--- config.mk ---
export PLATFORM = sky130hd
export DESIGN_NAME = cim_monitor
export DESIGN_NICKNAME = d
export VERILOG_FILES = /design/src/rtl/cim_pkg.sv /design/src/rtl/cim_bank.sv /design/src/rtl/cim_flag.sv /design/src/rtl/cim_seq.sv /design/src/rtl/cim_monitor.sv
export SDC_FILE = /design/constraint.sdc
export NUM_CORES = 1
export LEC_CHECK = 0
export ABC_AREA = 1
export ABC_CLOCK_PERIOD_IN_PS = 4800
export BUFFER_PORTS_ARGS = -buffer_cell sky130_fd_sc_hd__buf_4
export CELL_PAD_IN_SITES_DETAIL_PLACEMENT = 1
export CELL_PAD_IN_SITES_GLOBAL_PLACEMENT = 2
export CORE_MARGIN = 1.5
export CORE_UTILIZATION = 31
export DETAILED_ROUTE_END_ITERATION = 7
export PLACE_DENSITY = 0.88
export RECOVER_POWER = 100
export SYNTH_ARGS = -nofsm -noshare
export SYNTH_HDL_FRONTEND = slang
export SYNTH_SLANG_ARGS = --single-unit
--- constraint.sdc ---
create_clock -name clk -period 4.8 [get_ports clk]
set_input_delay 0 -clock clk [delete_from_list [all_inputs] [get_ports clk]]
set_output_delay 0 -clock clk [all_outputs]
set_load 0.01 [all_outputs]
--- src/rtl/cim_pkg.sv ---
package cim_pkg;
   typedef enum logic [1:0] {
      CIM_LOAD = 2'd0,
      CIM_RUN  = 2'd1,
      CIM_HOLD = 2'd2
   } cim_state_e;
endpackage

--- src/rtl/cim_bank.sv ---
module cim_bank #(
   parameter int W = 8
) (
   input  logic         clk,
   input  logic         por_n,
   input  logic         wr_en,
   input  logic [W-1:0] wr_cfg,
   input  logic [W-1:0] wr_shd,
   input  logic [W-1:0] hit_cfg,
   input  logic [W-1:0] hit_shd,
   output logic [W-1:0] cfg_q,
   output logic         pair_bad
);
   logic [W-1:0] shd_q;

   always_ff @(posedge clk or negedge por_n) begin
      if (!por_n) begin
         cfg_q <= '0;
         shd_q <= '1;
      end else if (wr_en) begin
         cfg_q <= wr_cfg;
         shd_q <= wr_shd;
      end else begin
         cfg_q <= cfg_q ^ hit_cfg;
         shd_q <= shd_q ^ hit_shd;
      end
   end

   assign pair_bad = ((cfg_q ^ shd_q) != {W{1'b1}});

   // equal flips in both halves leave the pair verdict unchanged
   a_r9_equal_flip_keeps_pair : assert property (@(posedge clk) disable iff (!por_n)
      (!wr_en && (hit_cfg == hit_shd)) |=> (pair_bad == $past(pair_bad)));
endmodule

--- src/rtl/cim_flag.sv ---
module cim_flag (
   input  logic clk,
   input  logic por_n,
   input  logic set_evt,
   input  logic w1_clr,
   output logic flag_n
);
   always_ff @(posedge clk or negedge por_n) begin
      if (!por_n)       flag_n <= 1'b1;
      else if (set_evt) flag_n <= 1'b0;
      else if (w1_clr)  flag_n <= 1'b1;
   end

   // a mismatch event wins over a write-one in the same cycle
   a_r8_event_priority : assert property (@(posedge clk) disable iff (!por_n)
      set_evt |=> !flag_n);
endmodule

--- src/rtl/cim_seq.sv ---
module cim_seq
   import cim_pkg::*;
#(
   parameter int N        = 4,
   parameter int HOLD_CYC = 4,
   parameter int AW       = 2
) (
   input  logic          clk,
   input  logic          por_n,
   input  logic          ext_rst,
   input  logic          img_vld,
   input  logic          any_bad,
   output logic          img_req,
   output logic [AW-1:0] img_addr,
   output logic          load_we,
   output logic          cfg_valid,
   output logic          rst_req,
   output logic          mm_event
);
   localparam int HW = (HOLD_CYC > 1) ? $clog2(HOLD_CYC) : 1;
   localparam logic [AW-1:0] LAST  = AW'(N - 1);
   localparam logic [HW-1:0] HLAST = HW'(HOLD_CYC - 1);

   cim_state_e    st_q;
   logic [AW-1:0] addr_q;
   logic [HW-1:0] hcnt_q;
   logic          rst_q;

   always_ff @(posedge clk or negedge por_n) begin
      if (!por_n) begin
         st_q   <= CIM_LOAD;
         addr_q <= '0;
         hcnt_q <= '0;
         rst_q  <= 1'b0;
      end else begin
         case (st_q)
            CIM_LOAD: begin
               if (ext_rst) begin
                  addr_q <= '0;
               end else if (img_vld) begin
                  if (addr_q == LAST) begin
                     addr_q <= '0;
                     st_q   <= CIM_RUN;
                  end else begin
                     addr_q <= addr_q + 1'b1;
                  end
               end
            end
            CIM_RUN: begin
               if (any_bad) begin
                  st_q   <= CIM_HOLD;
                  hcnt_q <= '0;
                  rst_q  <= 1'b1;
               end else if (ext_rst) begin
                  st_q   <= CIM_LOAD;
                  addr_q <= '0;
               end
            end
            CIM_HOLD: begin
               if (hcnt_q == HLAST) begin
                  st_q   <= CIM_LOAD;
                  addr_q <= '0;
                  rst_q  <= 1'b0;
               end else begin
                  hcnt_q <= hcnt_q + 1'b1;
               end
            end
            default: st_q <= CIM_LOAD;
         endcase
      end
   end

   assign img_req   = (st_q == CIM_LOAD);
   assign img_addr  = addr_q;
   assign load_we   = (st_q == CIM_LOAD) && img_vld && !ext_rst;
   assign cfg_valid = (st_q == CIM_RUN);
   assign rst_req   = rst_q;
   assign mm_event  = (st_q == CIM_RUN) && any_bad;

   // a live mismatch raises the request on the next edge
   a_r3_req_after_mismatch : assert property (@(posedge clk) disable iff (!por_n)
      (cfg_valid && any_bad) |=> rst_req);
   // the request is not dropped before the hold window is used up
   a_r4_hold_kept : assert property (@(posedge clk) disable iff (!por_n)
      (rst_q && hcnt_q != HLAST) |=> rst_q);
   // the request ends into a fresh load from index 0
   a_r4_end_into_load : assert property (@(posedge clk) disable iff (!por_n)
      $fell(rst_req) |-> (img_req && addr_q == '0 && !cfg_valid));
   // the load index never leaves the bank
   a_r2_addr_in_range : assert property (@(posedge clk) disable iff (!por_n)
      img_req |-> (addr_q <= LAST));
endmodule

--- src/rtl/cim_monitor.sv ---
module cim_monitor
   import cim_pkg::*;
#(
   parameter int N        = 4,
   parameter int W        = 8,
   parameter int HOLD_CYC = 4,
   localparam int AW      = (N > 1) ? $clog2(N) : 1
) (
   input  logic           clk,
   input  logic           por_n,
   input  logic           ext_rst,
   input  logic           flag_w1,
   input  logic           img_vld,
   input  logic [W-1:0]   img_cfg,
   input  logic [W-1:0]   img_shd,
   input  logic [N*W-1:0] upset_cfg,
   input  logic [N*W-1:0] upset_shd,
   output logic           img_req,
   output logic [AW-1:0]  img_addr,
   output logic [N*W-1:0] cfg_out,
   output logic           cfg_valid,
   output logic           rst_req,
   output logic           mm_flag_n
);
   if (N < 1) begin : g_bad_n
      $error("cim_monitor: N must be at least 1");
   end
   if (W < 1) begin : g_bad_w
      $error("cim_monitor: W must be at least 1");
   end
   if (HOLD_CYC < 1) begin : g_bad_hold
      $error("cim_monitor: HOLD_CYC must be at least 1");
   end

   logic         load_we;
   logic         mm_event;
   logic [N-1:0] bad_vec;
   logic         any_bad;

   cim_seq #(.N(N), .HOLD_CYC(HOLD_CYC), .AW(AW)) u_seq (
      .clk       (clk),
      .por_n     (por_n),
      .ext_rst   (ext_rst),
      .img_vld   (img_vld),
      .any_bad   (any_bad),
      .img_req   (img_req),
      .img_addr  (img_addr),
      .load_we   (load_we),
      .cfg_valid (cfg_valid),
      .rst_req   (rst_req),
      .mm_event  (mm_event)
   );

   for (genvar i = 0; i < N; i++) begin : g_pair
      logic wr_sel;
      assign wr_sel = load_we && (img_addr == AW'(i));
      cim_bank #(.W(W)) u_bank (
         .clk      (clk),
         .por_n    (por_n),
         .wr_en    (wr_sel),
         .wr_cfg   (img_cfg),
         .wr_shd   (img_shd),
         .hit_cfg  (upset_cfg[i*W +: W]),
         .hit_shd  (upset_shd[i*W +: W]),
         .cfg_q    (cfg_out[i*W +: W]),
         .pair_bad (bad_vec[i])
      );
   end

   assign any_bad = |bad_vec;

   cim_flag u_flag (
      .clk     (clk),
      .por_n   (por_n),
      .set_evt (mm_event),
      .w1_clr  (flag_w1),
      .flag_n  (mm_flag_n)
   );

   // the flag only falls together with a new reset request
   a_r5_flag_falls_with_req : assert property (@(posedge clk) disable iff (!por_n)
      $fell(mm_flag_n) |-> $rose(rst_req));
   // the flag only rises after a write-one strobe
   a_r8_flag_rise_needs_w1 : assert property (@(posedge clk) disable iff (!por_n)
      $rose(mm_flag_n) |-> $past(flag_w1));
   // a request can only start from the armed state
   a_r7_masked_in_load : assert property (@(posedge clk) disable iff (!por_n)
      $rose(rst_req) |-> $past(cfg_valid));
   // a clean external reset in run restarts the load without a request
   a_r6_ext_reload : assert property (@(posedge clk) disable iff (!por_n)
      (ext_rst && cfg_valid && !any_bad) |=> (img_req && img_addr == '0 && !rst_req
                                             && $stable(mm_flag_n)));
endmodule

---- Word-level counts from Yosys, hierarchy flattened ----
Cells that the tools add are included.
word-level totals
  register bits ........................... 72
  input port bits ......................... 85
  output and inout bits ................... 38
cells by class
  add/sub/neg operators ................... 2
  eq/ne operators ......................... 20
  multiplexer cells ....................... 28
  bitwise logic cells ..................... 12
  reduce and logical (&&, ||, !) cells .... 18
operators with widths
  kind                                                                      count
  8-bit XOR                                                                 12
  8-bit 2-to-1 mux                                                          8
  8-bit inequality test (second input constant)                             4
  2-bit 2-to-1 mux                                                          12
  2-bit one-hot mux with 3 select lines                                     2
  2-bit inequality test (second input constant)                             5
  5-bit AND reduction                                                       2
  2-bit equality test (second input constant)                               4
  1-bit logical AND                                                         7
  2-bit by 1-bit inequality test with 1-bit output (second input constant)  3
  3-bit AND reduction                                                       2
  2-bit by 1-bit adder with 2-bit output (second input constant)            2
  2-bit by 1-bit equality test with 1-bit output (second input constant)    2
  2-bit logical NOT                                                         2
  1-bit 2-to-1 mux                                                          4
  2-bit one-hot mux with 2 select lines                                     1
  2-bit nonzero test                                                        2
  4-bit OR reduction                                                        1
  3-bit by 2-bit inequality test with 1-bit output (second input constant)  1
  3-bit inequality test (second input constant)                             1
  3-bit nonzero test                                                        1
  1-bit one-hot mux with 2 select lines                                     1
  1-bit logical NOT                                                         1

---- Depth between registers and ports, before layout ----
  depth after elaboration ................. 5
  depth in mapped cells ................... 12
  gate-level depth less buffers ........... 12

---- Hierarchy ----
Synthesis repeated with hierarchy kept, for this count alone.
unflattened totals
  cells, all modules ...................... 526
  area total of the unflattened synthesis .. 4202.8 µm²
by module, submodules not included
  module       times used  cells an instance  area each (µm²)  seq. area each (µm²)
  cim_bank     4           109                897.1            410.4
  cim_seq      1           76                 539.3            175.2
  cim_monitor  1           11                 41.3             0.0
  cim_flag     1           3                  33.8             26.3

---- Least setup slack after synthesis ----
Ideal clock, no wire load.
  path type ............................... register to register
  start point ............................. register u_seq.st_q[0]
  end point ............................... register u_seq.addr_q[0], in the netlist u_seq.img_addr[0]
  setup time .............................. 0.117 ns
  data arrival time ....................... 1.450 ns
  data required time ...................... 4.683 ns
  slack ................................... 3.233 ns
  stages on the path, launching flop included .. 11
  buffers on the path ..................... 0
  cells stage by stage .................... dfrtp_1 inv_1 ha_1 inv_1 nor2_1 nor2_1 nor2_1 a311oi_1 nand2_2 nand2_1 nand2_1
between the ends
  longest elaborated chain between the ends .. 3
  elaborated cells between the ends (all ways) .. 10
RTL lines
  item                                                                          line               source
  start: declaration                                                            cim_seq.sv:24      cim_state_e st_q;
  start signal: assignment                                                      cim_seq.sv:31      st_q <= CIM_LOAD;
  start signal: assignment                                                      cim_seq.sv:43      st_q <= CIM_RUN;
  start signal: assignment                                                      cim_seq.sv:51      st_q <= CIM_HOLD;
  2-bit logical NOT *                                                           --
  named net img_req                                                             cim_monitor.sv:18  output logic img_req,
  3-bit inequality test (no source line) or 3-bit nonzero test (tied branches)  --
  5-bit AND reduction (no source line)                                          --
  end signal: assignment                                                        cim_seq.sv:45      addr_q <= addr_q + 1'b1;
  end: declaration                                                              cim_seq.sv:25      logic [AW-1:0] addr_q;
Mark *: on every way through the listed nets, which the timed path passes. The rest lies on a longest branch.
A chain may end at the register's enable or synchronous reset.

---- Worst setup path in the final report ----
  start point ............................. register u_seq.st_q[0]
  end point ............................... register g_pair[0].u_bank.shd_q[6]
between the ends
  longest elaborated chain between the ends .. 5
RTL lines
  item                             line               source
  2-bit logical NOT                cim_seq.sv:75      assign load_we = (st_q == CIM_LOAD) && img_vld && !ext_rst;
  1-bit logical AND (2 in series)  cim_seq.sv:75
  1-bit logical AND                cim_monitor.sv:56  assign wr_sel = load_we && (img_addr == AW'(i));
  8-bit 2-to-1 mux                 cim_bank.sv:20     end else if (wr_en) begin
  end signal: assignment           cim_bank.sv:22     shd_q <= wr_shd;
  end signal: assignment           cim_bank.sv:25     shd_q <= shd_q ^ hit_shd;
  end: declaration                 cim_bank.sv:14     logic [W-1:0] shd_q;
No other way between the ends.

==> impl_results.md <==
* Worst Setup Start Kind: register
* CP top delay family: simple AND/OR/NAND/NOR gates
* Cells after synthesis at 488
* Post-synthesis cell area at 0.003984 mm2
* Number of CTS-inserted buffers at 9
* Total chip power at approximately 0.0036 W
* Nets at 798
* Setup crit start: u_seq.st_q[0]$_DFFE_PN0P_
* Post-synth net total at 581
* Synth Flop Type: dfrtp_1
* Core footprint at 0.01257 mm2
* Failing checks: hold timing
* Final worst path period need at 2.767 ns
* RSZ-0062 raised after global routing: false
* Worst vdd ir at 0.0001965 V
* Sequential area share after synthesis at 0.4626
* CP cell instances: inv_1, ha_1, nand2_1, nor2_1, nand2_1, nand2_1, o21ai_0, dlygate4sd3_1
* Finished layout cell area at between 0.006 and 0.007 mm2
* Antenna violations before repair at 1
* Global-route wire length before repair at roughly 21000 um
* Area share of the largest cell type after synthesis at 0.2450
* Number of global-route vias before repair at 4334
* Die footprint at 0.01354 mm2
* IO Port Bufs at 122
* Max Slew Vio Count at 0
* # H-tree levels at 3
* Crit-path most repeated cell: nand2_1
* Area delta synth->final at 54.33%
* Initial core utilization at 0.3170
* Slowest stage cell, crit path: nand2_1
* Hold Crit Class: input pin to register
* DR pass1 iterations at 4
* Via density at 4.497
* Die span in x at 116.4 um
* Drt total wl at 13220 um
* Worst Skew at 0.005653 ns
* Static Leak at 3.078 nW
* CP required at 5.06 ns
* Peak Freq at 0.3613 GHz
* Post-synth top cells: nand2_1 (138), xor2_1 (75), o21ai_1 (48)
* Sum Neg Setup Slack at 0 ns
* Synth unique cells at 24
* Post-synth EDFFs at 0
* Worst setup EP type: register
* MaxCap Viol Count at 0
* Hold wc startpoint: img_shd[1]
* Hold_ws at -0.002270 ns
* WP data arrival at about 3 ns
* Finished Layout Cells at a little under 900
* Mean Syn Cell Area at roughly 8.2 um2
* Period utilization at 0.5766
* Slew @ Worst Pin at 1.094 ns
* PwrDens at 585.1 mW/mm2
* Largest cells by area after synthesis: dfrtp_1 (24%), dfstp_2 (22%), xor2_1 (16%)
* Placed cell count at 770
* Reg2reg start: u_seq.st_q[0]$_DFFE_PN0P_
* Via count at 3966
* CTS Sinks at 72
* Clk slew on worst S/H paths at 0.06 ns
* Worst Path Buf+Inv at 2
* Most common cell in the netlist: nand2_1
* Ports at 123
* Critical path peak fanout at 32
* Asr flop ratio synth at 1.000
* DRC viols at 0
* Max Buffers Root-to-Sink at 2
* Detail Placement HPWL at 8682 um
* Yosys top cell by area: dfrtp_1
* Largest net degree at the start of global routing at 73
* CTS tree: done
* #FFs+latches synth at a little over 70
* Antenna Nets Post-Route at 0
* Global Route Usage Sum at 0.2047
* Final setup vio count at 0
* CP max stage delay at 0.68 ns
* Share of post-route cells with drive strength above 1 at 0.1862
* RePlAce Congestion at 0.8553
* Worst Setup Path Type: register to register
* Slew HR at 0.2691
* 1st-iter DRT viols at 118
* Clk Latency, worst-skew pair at ~0.34 ns
* Status: finished with violations
* Routed len/inst at around 15 um
* Root Buffer: clkbuf_16
* Placed instance area at 0.005070 mm2
* GRT overflow at 0
* Synth warn at 0
* Hold Vio Cnt, Final at 2
* Standard-cell rows at 41
* Die H at 116.4 um
-- flip-flops by register name (all words and copies together) (netlist names) --
| name | cells |
|---|---|
| g_pair.u_bank.cfg_q | 32 |
| g_pair.u_bank.shd_q | 32 |
| u_seq.hcnt_q | 2 |
| u_seq.img_addr | 2 |
| u_seq.st_q | 2 |
| u_flag.flag_n | 1 |
| u_seq.rst_req | 1 |
-- layer usage --
metal / routed length [um] / vias to the layer above / track usage
met1: 5389 / 1931 / 0.2360
met3: 355 / 26 / 0.02231
met2: 7129 / 76 / 0.3808
met4: 343 / 0 / 0.09268
met5: 0 / - / 0
li1: - / 1933 / -
-- worst paths after layout --
kind                                                            end  slack [ns]  cells after the start
worst max-delay path            g_pair[0].u_bank.shd_q[6]$_DFF_PN1_        2.03                      8
worst min-delay path            g_pair[1].u_bank.shd_q[1]$_DFF_PN1_      -0.002                      3
worst max register to register  g_pair[0].u_bank.shd_q[6]$_DFF_PN1_        2.03                      8
worst min register to register            u_seq.rst_req$_DFFE_PN0P_        0.48                      2
max in group asynchronous       g_pair[0].u_bank.cfg_q[1]$_DFF_PN0_        3.85                      2
min in group asynchronous       g_pair[3].u_bank.cfg_q[1]$_DFF_PN0_        0.34                      2
-- power by group --
| group | internal (W) | total (W) | switching, W |
|---|---|---|---|
| registers | 0.00102 | 0.00136 | 0.000335 |
| logic | 0.000755 | 0.00161 | 0.000850 |
| clock network | 0.000390 | 0.000636 | 0.000246 |
-- timing repair --
action	in CTS	in global routing
resized for setup	0	0
setup buffers	0	0
hold buffers	96	0
endpoints found under the hold margin	103	0
-- cells in the final DEF, fill, tap and decap left out, drive strengths merged --
cell type,n
a21oi,1
a311oi,1
buf,84
clkbuf,53
clkinv,3
dfrtp,39
dfstp,33
diode,1
dlygate4sd3,96
ha,8
inv,49
nand2,142
nand3,6
nand4,1
nor2,48
nor3,1
nor4,1
o21ai,66
o21bai,1
or2,1
xor2,75
-- logic make-up after synthesis --
family                     share of synthesized area
buffers and inverters                        0.06030
DFF                                           0.4626
xor gates and xnor gates                      0.1649
AOI/OAI and AO/OA                            0.08825
adders and majority gates                    0.02513
and+or+nand+nor                               0.1988
-- final cells by class --
cell class                 instances  area, um2
sequential                        72       1843
tap                              172      215.2
multi-input combinational        352       1881
clock buffer                      15      277.8
timing repair buffer             218       1734
antenna                            1      2.502
fill                            1521       6420
inverter                          52      195.2
-- worst min-delay path, cell delays in order --
cell     delay (ns)
buf_4          0.11
inv_1          0.11
o21ai_0        0.11
-- stage by stage --
stage               worst slack, ns  utilization
floorplan                     3.233            -
global placement              2.679       0.4034
detailed placement            2.483       0.4034
CTS                           2.011       0.5019
global route                  1.814       0.4892
finish                        2.033       0.4892
Note: power is estimated with default switching activity, not from simulation.
